[src/rtl/cbr_pkg.sv]
package cbr_pkg;
  typedef enum logic [2:0] {
    ST_IDLE,
    ST_RUN,
    ST_LATCH,
    ST_SET,
    ST_CLR
  } seq_state_e;
endpackage

[src/rtl/cbr_sync.sv]
module cbr_sync #(
  parameter int STAGES = 2
) (
  input  logic clk_i,
  input  logic rst_ni,
  input  logic async_i,
  output logic level_o,
  output logic fall_o
);
  logic [STAGES-1:0] chain_q;
  logic              prev_q;

  always_ff @(posedge clk_i or negedge rst_ni) begin
    if (!rst_ni) begin
      chain_q <= '0;
      prev_q  <= 1'b0;
    end else begin
      chain_q <= {chain_q[STAGES-2:0], async_i};
      prev_q  <= chain_q[STAGES-1];
    end
  end

  assign level_o = chain_q[STAGES-1];
  assign fall_o  = prev_q & ~chain_q[STAGES-1];
endmodule

[src/rtl/cbr_decade.sv]
module cbr_decade (
  input  logic       clk_i,
  input  logic       rst_ni,
  input  logic       clr_i,
  input  logic       inc_i,
  output logic [3:0] q_o,
  output logic       carry_o
);
  logic [3:0] q_q;

  always_ff @(posedge clk_i or negedge rst_ni) begin
    if (!rst_ni)     q_q <= 4'd0;
    else if (clr_i)  q_q <= 4'd0;
    else if (inc_i)  q_q <= (q_q == 4'd9) ? 4'd0 : q_q + 4'd1;
  end

  assign q_o     = q_q;
  assign carry_o = inc_i & (q_q == 4'd9);
endmodule

[src/rtl/cbr_ctrl.sv]
module cbr_ctrl
  import cbr_pkg::*;
(
  input  logic clk_i,
  input  logic rst_ni,
  input  logic fall_i,
  input  logic level_i,
  input  logic fixed_done_i,
  output logic count_en_o,
  output logic latch_o,
  output logic clear_o,
  output logic sw_o
);
  seq_state_e state_q, state_d;
  logic       sw_q;

  always_comb begin
    state_d = state_q;
    unique case (state_q)
      ST_IDLE, ST_RUN: if (fall_i) state_d = ST_LATCH;
      ST_LATCH:        state_d = ST_SET;
      ST_SET:          state_d = ST_CLR;
      ST_CLR:          state_d = ST_RUN;
      default:         state_d = ST_IDLE;
    endcase
  end

  always_ff @(posedge clk_i or negedge rst_ni) begin
    if (!rst_ni) state_q <= ST_IDLE;
    else         state_q <= state_d;
  end

  // switch flag: set by sequence step, cleared by end of fixed phase
  always_ff @(posedge clk_i or negedge rst_ni) begin
    if (!rst_ni)                sw_q <= 1'b0;
    else if (state_q == ST_SET) sw_q <= 1'b1;
    else if (fixed_done_i)      sw_q <= 1'b0;
  end

  assign count_en_o = (state_q == ST_RUN) & level_i;
  assign latch_o    = (state_q == ST_LATCH);
  assign clear_o    = (state_q == ST_CLR);
  assign sw_o       = sw_q;
endmodule

[src/rtl/cb_ratio_seq.sv]
module cb_ratio_seq #(
  parameter int NDEC        = 3,
  parameter int SYNC_STAGES = 2
) (
  input  logic                  clk_i,
  input  logic                  rst_ni,
  input  logic                  cmp_i,
  output logic                  sw_close_o,
  output logic [4*(NDEC+1)-1:0] disp_bcd_o,
  output logic                  disp_ovf_o
);
  localparam int NDIG = NDEC + 1;
  localparam int DW   = 4 * NDIG;

  logic          cmp_lvl, cmp_fall;
  logic          count_en, latch_en, clear_en, fixed_done;
  logic [NDIG:0] inc;
  logic [NDIG-1:0] carry;
  logic [DW-1:0] cnt_bcd;
  logic          ovf_q;
  logic [DW-1:0] disp_q;
  logic          disp_ovf_q;

  cbr_sync #(.STAGES(SYNC_STAGES)) u_sync (
    .clk_i   (clk_i),
    .rst_ni  (rst_ni),
    .async_i (cmp_i),
    .level_o (cmp_lvl),
    .fall_o  (cmp_fall)
  );

  cbr_ctrl u_ctrl (
    .clk_i        (clk_i),
    .rst_ni       (rst_ni),
    .fall_i       (cmp_fall),
    .level_i      (cmp_lvl),
    .fixed_done_i (fixed_done),
    .count_en_o   (count_en),
    .latch_o      (latch_en),
    .clear_o      (clear_en),
    .sw_o         (sw_close_o)
  );

  assign inc[0] = count_en;

  for (genvar i = 0; i < NDIG; i++) begin : g_dec
    cbr_decade u_dec (
      .clk_i   (clk_i),
      .rst_ni  (rst_ni),
      .clr_i   (clear_en),
      .inc_i   (inc[i]),
      .q_o     (cnt_bcd[4*i +: 4]),
      .carry_o (carry[i])
    );
    assign inc[i+1] = carry[i];
  end

  assign fixed_done = carry[NDEC-1];

  always_ff @(posedge clk_i or negedge rst_ni) begin
    if (!rst_ni)           ovf_q <= 1'b0;
    else if (clear_en)     ovf_q <= 1'b0;
    else if (inc[NDIG])    ovf_q <= 1'b1;
  end

  always_ff @(posedge clk_i or negedge rst_ni) begin
    if (!rst_ni) begin
      disp_q     <= '0;
      disp_ovf_q <= 1'b0;
    end else if (latch_en) begin
      disp_q     <= cnt_bcd;
      disp_ovf_q <= ovf_q;
    end
  end

  assign disp_bcd_o = disp_q;
  assign disp_ovf_o = disp_ovf_q;
endmodule

[config.mk]
export PLATFORM = sky130hd
export DESIGN_NAME = cb_ratio_seq
export DESIGN_NICKNAME = d
export VERILOG_FILES = /design/src/rtl/cbr_pkg.sv /design/src/rtl/cbr_sync.sv /design/src/rtl/cbr_decade.sv /design/src/rtl/cbr_ctrl.sv /design/src/rtl/cb_ratio_seq.sv
export SDC_FILE = /design/constraint.sdc
export NUM_CORES = 1
export LEC_CHECK = 0
export BUFFER_PORTS_ARGS = -buffer_cell sky130_fd_sc_hd__buf_4
export CAP_MARGIN = 10
export CORE_MARGIN = 4
export CORE_UTILIZATION = 51
export CTS_CLUSTER_DIAMETER = 30
export DETAILED_ROUTE_END_ITERATION = 6
export HOLD_SLACK_MARGIN = 0.02
export PLACE_DENSITY = 0.8
export SETUP_SLACK_MARGIN = 0.4
export SLEW_MARGIN = 10
export SYNTH_ARGS = -nofsm -noshare
export SYNTH_HDL_FRONTEND = slang
export SYNTH_SLANG_ARGS = --single-unit
[constraint.sdc]
create_clock -name clk_i -period 1.78 [get_ports clk_i]
set_input_delay 0.178 -clock clk_i [delete_from_list [all_inputs] [get_ports clk_i]]
set_output_delay 0.178 -clock clk_i [all_outputs]
set_load 0.05 [all_outputs]
---- Yosys cells after proc, flatten, opt, wreduce, memory -nomap -nowiden ----
Index checks and enable logic that the tools add are counted.
word-level totals
  output and inout bits ................... 18
  register bits ........................... 41
  input bits .............................. 3
operators by class
  equal/unequal tests ..................... 9
  reduce and logical (&&, ||, !) cells .... 8
  add/subtract/negate cells ............... 4
  multiplexer cells ....................... 18
  bitwise gates (word level) .............. 7
operator list
  cell                 count
  $mux 4               12
  $add 4x1->4 const B  4
  $eq 4x4->1 const B   4
  $pmux 3 s4           1
  $reduce_bool 2->1    6
  $and 1x1->1          6
  $eq 3x2->1 const B   2
  $mux 1               4
  $eq 3x1->1 const B   1
  $eq 3x3->1 const B   1
  $logic_not 3->1      1
  $mux 3               1
  $ne 2x2->1 const B   1
  $reduce_or 2->1      1
  $not 1->1            1

---- Longest topological paths before layout ----
  word-level depth ........................ 8
  depth in mapped cells ................... 8
  depth with buffers taken out ............ 6

---- Hierarchy ----
From an unflattened synthesis, not the netlist that was laid out.
unflattened totals
  cell total of the unflattened synthesis .. 163
  area total of the unflattened synthesis .. 1,961.9 um^2
by module, submodules not included
  module        instances  seq. area each (um^2)  area each (um^2)  cells each
  cbr_decade    4          100.1                  241.5             26
  cb_ratio_seq  1          450.4                  720.7             38
  cbr_ctrl      1          100.1                  186.4             17
  cbr_sync      1          75.1                   88.8              4

---- Worst setup path before layout ----
OpenSTA, ideal clock, no wires.
  path type ............................... reg2reg
  start ................................... register g_dec[0].u_dec.q_q[0]
  end ..................................... register g_dec[1].u_dec.q_q[2]
  period minus slack after synthesis ...... 1.754 ns
  data required time ...................... 1.702 ns
  setup slack ............................. 0.026 ns
  arrival ................................. 1.676 ns
  cell stages (with the launch flop) ...... 8
  path through ............................ dfrtp_1 -> ha_1 -> and3b_1 -> buf_2 -> and3_1 -> clkbuf_1 -> or3_1 -> a21oi_1
on the way
  cells in the longest elaborated chain, start to end .. 3
RTL lines
  element                             line              RTL
  start, declared                     cbr_decade.sv:9   logic [3:0] q_q;
  start signal, assigned              cbr_decade.sv:14  else if (inc_i) q_q <= (q_q == 4'd9) ? 4'd0 : q_q + 4'd1;
  $eq 4x4->1                          cbr_decade.sv:18  assign carry_o = inc_i & (q_q == 4'd9);
  $and 1x1->1                         cbr_decade.sv:18
  $reduce_bool 2->1 (no source line)  --
  end signal, assigned                cbr_decade.sv:14
  end, declared                       cbr_decade.sv:9
Every way passes these cells.
A chain may end at the register's enable or synchronous reset.

---- Worst setup path after layout ----
  start ................................... register g_dec[1].u_dec.q_q[1]
  end ..................................... register g_dec[3].u_dec.q_q[2]
on the way
  cells in the longest elaborated chain, start to end .. 4
RTL lines
  element                             line
  $eq 4x4->1                          cbr_decade.sv:18
  $and 1x1->1 (2 in a row)            cbr_decade.sv:18
  $reduce_bool 2->1 (no source line)  --
  end signal, assigned                cbr_decade.sv:14
  end, declared                       cbr_decade.sv:9
Every way passes these cells.

==> results.txt <==
* Status: finished, final reports clean
- The worst-case IR drop observed on VDD is between 0.7 and 0.8 mV.
* Most common cell after layout, fill and taps aside: dfrtp_1
* Reg power frac: 41.3%
* Maximum level of the CTS H-tree: 2
- The floorplan step defined a die boundary enclosing around 4700 um2.
- For this design the total switching power over the nets is 0.000920 W.
- Area fraction in compound gates after synthesis: 6.72%
- Part of the total power dissipated in the clock network: 21.8%
* Fin nets: 217
* Leading cell types in the layout, fill and taps excluded: dfrtp_1 (40), buf_4 (39), mux2_2 (17), a21oi_1 (11)
- Area contributors post-synth: dfrtp_1 (55%), mux2_2 (10%), ha_1 (5.3%)
- The share of synthesized area in the top cell type comes to 54.5%.
- Instance count of the mapped netlist: 161
* Root Buffer: clkbuf_8
- Grt ovf: 0
- Number of detailed-routing iterations run before antenna repair: 4
- Clock input transition at the sequential cells of the worst setup and hold paths: 80 ps
* Worst-skew pair later-pin latency: between 200 and 300 ps
- Tcrit/Tclk final: 96.7%
- Max-cap violations: 0
* Hold violation count in the final report: 0
- Measured along the y axis, the die boundary spans between 60 and 70 um.
* Area fraction in and, or, nand and nor cells after synthesis: 18.4%
- Required arrival time at the worst endpoint: 2010 ps
- Synthesis produced a netlist with a net count of 172.
* Cell Count Post-Placement: around 230
- The worst setup path is captured at a flop.
- Non-filler cells, final: 253
- The number of global-route vias before repair is ~1,500.
- Total global routing track utilization: 20.1%
- No sink is reached through more buffers than the 2 on the longest clock path.
- Largest family of logic cells by synthesized area: simple AND/OR/NAND/NOR gates
- Compared with the post-synthesis result, the final layout area differs by 30.0%.
- During I/O placement, the number of pins put on the boundary was 21.
* Post-route minimum period: 1720 ps
- Largest net degree at the start of global routing: 42
* Path type of the worst setup path: reg -> reg
* Final wirelength: 4110 um
* Synth area leader: dfrtp_1
- Adder and majority cell fraction of the synthesized area: 5.32%
- Antenna violations before repair: 0
- Averaged over all synthesized cells, the footprint is 11.7 um2.
- Data arrives at the worst endpoint at 1950 ps.
- In the routed layout, each cell is associated on average with a via count of between 5 and 6.
* Post-synthesis sequential area ratio: 54.5%
* Yosys cell types: 34
* Fraction of layout cells with a size suffix above 1: 44.0%
- Once the floorplan was initialized, standard cells occupied a little over half of the core.
* FF+latch area: 1030 um2
- Rows: 21
* Mux share of post-synthesis cell area: 10.7%
* Total CTS buffers: 5
- Derived from the worst setup path, the maximum achievable clock frequency is 581 MHz.
* Worst setup SP type: flop
- The first global-routing pass estimated 6860 um of wire.
- Final antenna-violating net count: 0
- Internal power summed over all cells: about 0.0018 W
- Worst slew slack as a fraction of its limit: 65.9%
* Total standard cell area after synthesis: 1880 um2
- In the routed design, unresolved DRC markers number 0.
* Fraction of power consumed by combinational cells: 36.9%
- Leakage power: about 1.2 nW
* Seq cells post-synth: ~40
* Share of the synthesized netlist area taken by xor and xnor gates: 1.40%
- In this run the worst path has a maximum fanout of 5.
- Transition at the pin with the smallest max-transition slack: 511 ps
- Final setup fails: 0
* Power Density: 1100 nW/um2
- Dividing the detail-routed wire length by the instance count gives approximately 16 um.
- For this design, the sink count on the clock tree is slightly above 40.
* Share of the core filled with cells: between 70 and 80%
* Setup repair after global routing missed its margin: true
- Number of vias after detailed routing: 1,403
- The count of buffers added on input and output ports is 20.
- For this run, the number of Yosys warnings is 0.
- Net Sw Frac: 34.1%
* Drt first-iter violations: 46
* Die extent in x: approximately 69 um
- Clock tree from TritonCTS: built
- Fillcell total: between 200 and 250
* Total core area: 3440 um2
- The repair_antennas step left the layout with diodes totalling 0.
- Post-Route Skew: 5.56 ps
- The path class of the tightest hold or removal check is reg -> reg.
- In the final layout, the multi-input gates occupy roughly 880 um2.
* Final Slew Violations: 0
- Detailed placement finished with a half-perimeter wire length of 2580 um.
- Global placer's final weighted congestion: 0.784
## stage by stage
step	TNS, ps	hold slack (ps)	area (um2)	power (W)	setup WS, ps
2_1_floorplan	0	-118	1920	0.00171	124
3_3_place_gp	0	178	2170	0.00191	104
3_5_place_dp	0	181	2170	0.00196	31.0
4_1_cts	0	357	2360	0.00267	76.5
5_1_grt	-71.0	363	2450	0.00284	-21.0
6_report	0	355	2450	0.00270	58.6
## area by class of cell
cell class              count  area share (%)
clock inverters             3           0.716
clock buffers               5            2.81
flip-flops and latches     41            42.0
repair buffers             44            15.2
inverters                   6           0.921
multi-input cells         108            36.0
well taps                  46            2.35
## final timing paths
path / startpoint / endpoint / slack, ps / cells past startpoint
setup / recovery: g_dec[1].u_dec.q_o[1]$_DFFE_PN0P_ / g_dec[3].u_dec.q_o[2]$_DFFE_PN0P_ / 60 / 6
hold / removal: u_sync.chain_q[0]$_DFF_PN0_ / u_sync.chain_q[1]$_DFF_PN0_ / 350 / 0
setup reg to reg: g_dec[1].u_dec.q_o[1]$_DFFE_PN0P_ / g_dec[3].u_dec.q_o[2]$_DFFE_PN0P_ / 60 / 6
hold reg to reg: u_sync.chain_q[0]$_DFF_PN0_ / u_sync.chain_q[1]$_DFF_PN0_ / 350 / 0
max in group asynchronous: rst_ni / u_ctrl.state_q[0]$_DFFE_PN0P_ / 1010 / 2
min in group asynchronous: rst_ni / disp_bcd_o[3]$_DFFE_PN0P_ / 400 / 2
## repair_timing
item | 4_1_cts | 5_1_grt
pin swaps | 8 | 5
setup buffers | 5 | 5
gates cloned | 1 | 0
gates resized for setup | 8 | 12
endpoints found under the hold margin | 42 | 0
endpoints found under the setup margin | 35 | 33
hold buffers | 2 | 0
## critical path, stage by stage, from the launching register on
cell and delay [ps]:
dfrtp_1 420, inv_1 70, ha_2 160, and3b_2 260, nand4_4 140, or4_4 500, a21oi_2 120
## kinds of logic after synthesis
group / count (synthesis)
AO/OA/AOI/OAI: 24
XOR/XNOR: 3
adder cells (fa/ha/maj): 8
buffers and inverters: 12
flip-flops: 41
multiplexers: 18
AND/OR/NAND/NOR: 55
## synthesized netlist by cell type
cell type,n
a21oi_1,15
and3b_1,3
nor3_1,5
nor2_1,8
dfrtp_1,41
nand3b_1,2
nand2_1,9
buf_6,1
o31ai_1,1
mux2i_1,1
buf_2,3
and4_1,1
and3_1,2
a21o_1,1
nand4_1,1
or3_1,9
and4bb_4,1
xor2_1,1
nand2b_1,1
and2_1,3
nor3b_2,1
mux2_2,17
ha_1,8
clkbuf_1,2
nand4bb_1,1
nor2b_1,2
xnor2_1,2
or4_1,1
o21ai_0,6
nand3_1,3
and3b_2,1
inv_1,6
nand4_4,1
o22ai_1,1
## power groups by stage
stage | Clock [W] | Combinational [W] | Sequential (W)
2_1_floorplan | 0 | 0.000455 | 0.00126
3_3_place_gp | 0 | 0.000785 | 0.00113
3_5_place_dp | 0 | 0.000822 | 0.00114
4_1_cts | 0.000601 | 0.000961 | 0.00111
5_1_grt | 0.000648 | 0.00107 | 0.00113
6_report | 0.000587 | 0.000996 | 0.00111
## layer usage
layer	track usage (%)	wire, um	part of all wire, %
met1	23.9	1640	40
met2	34.3	2190	53
met3	6.00	165	4.0
met4	7.30	113	2.7
met5	0	0	0
## sequential cells by signal (all words and copies together), names as in the netlist
| name | cells |
|---|---|
| disp_bcd_o | 16 |
| u_sync.chain_q | 2 |
| u_ctrl.state_q | 3 |
| g_dec.u_dec.q_o | 16 |
| disp_ovf_o | 1 |
| ovf_q | 1 |
| u_ctrl.sw_o | 1 |
| u_sync.prev_q | 1 |
Power figures use the tool's default switching activity.
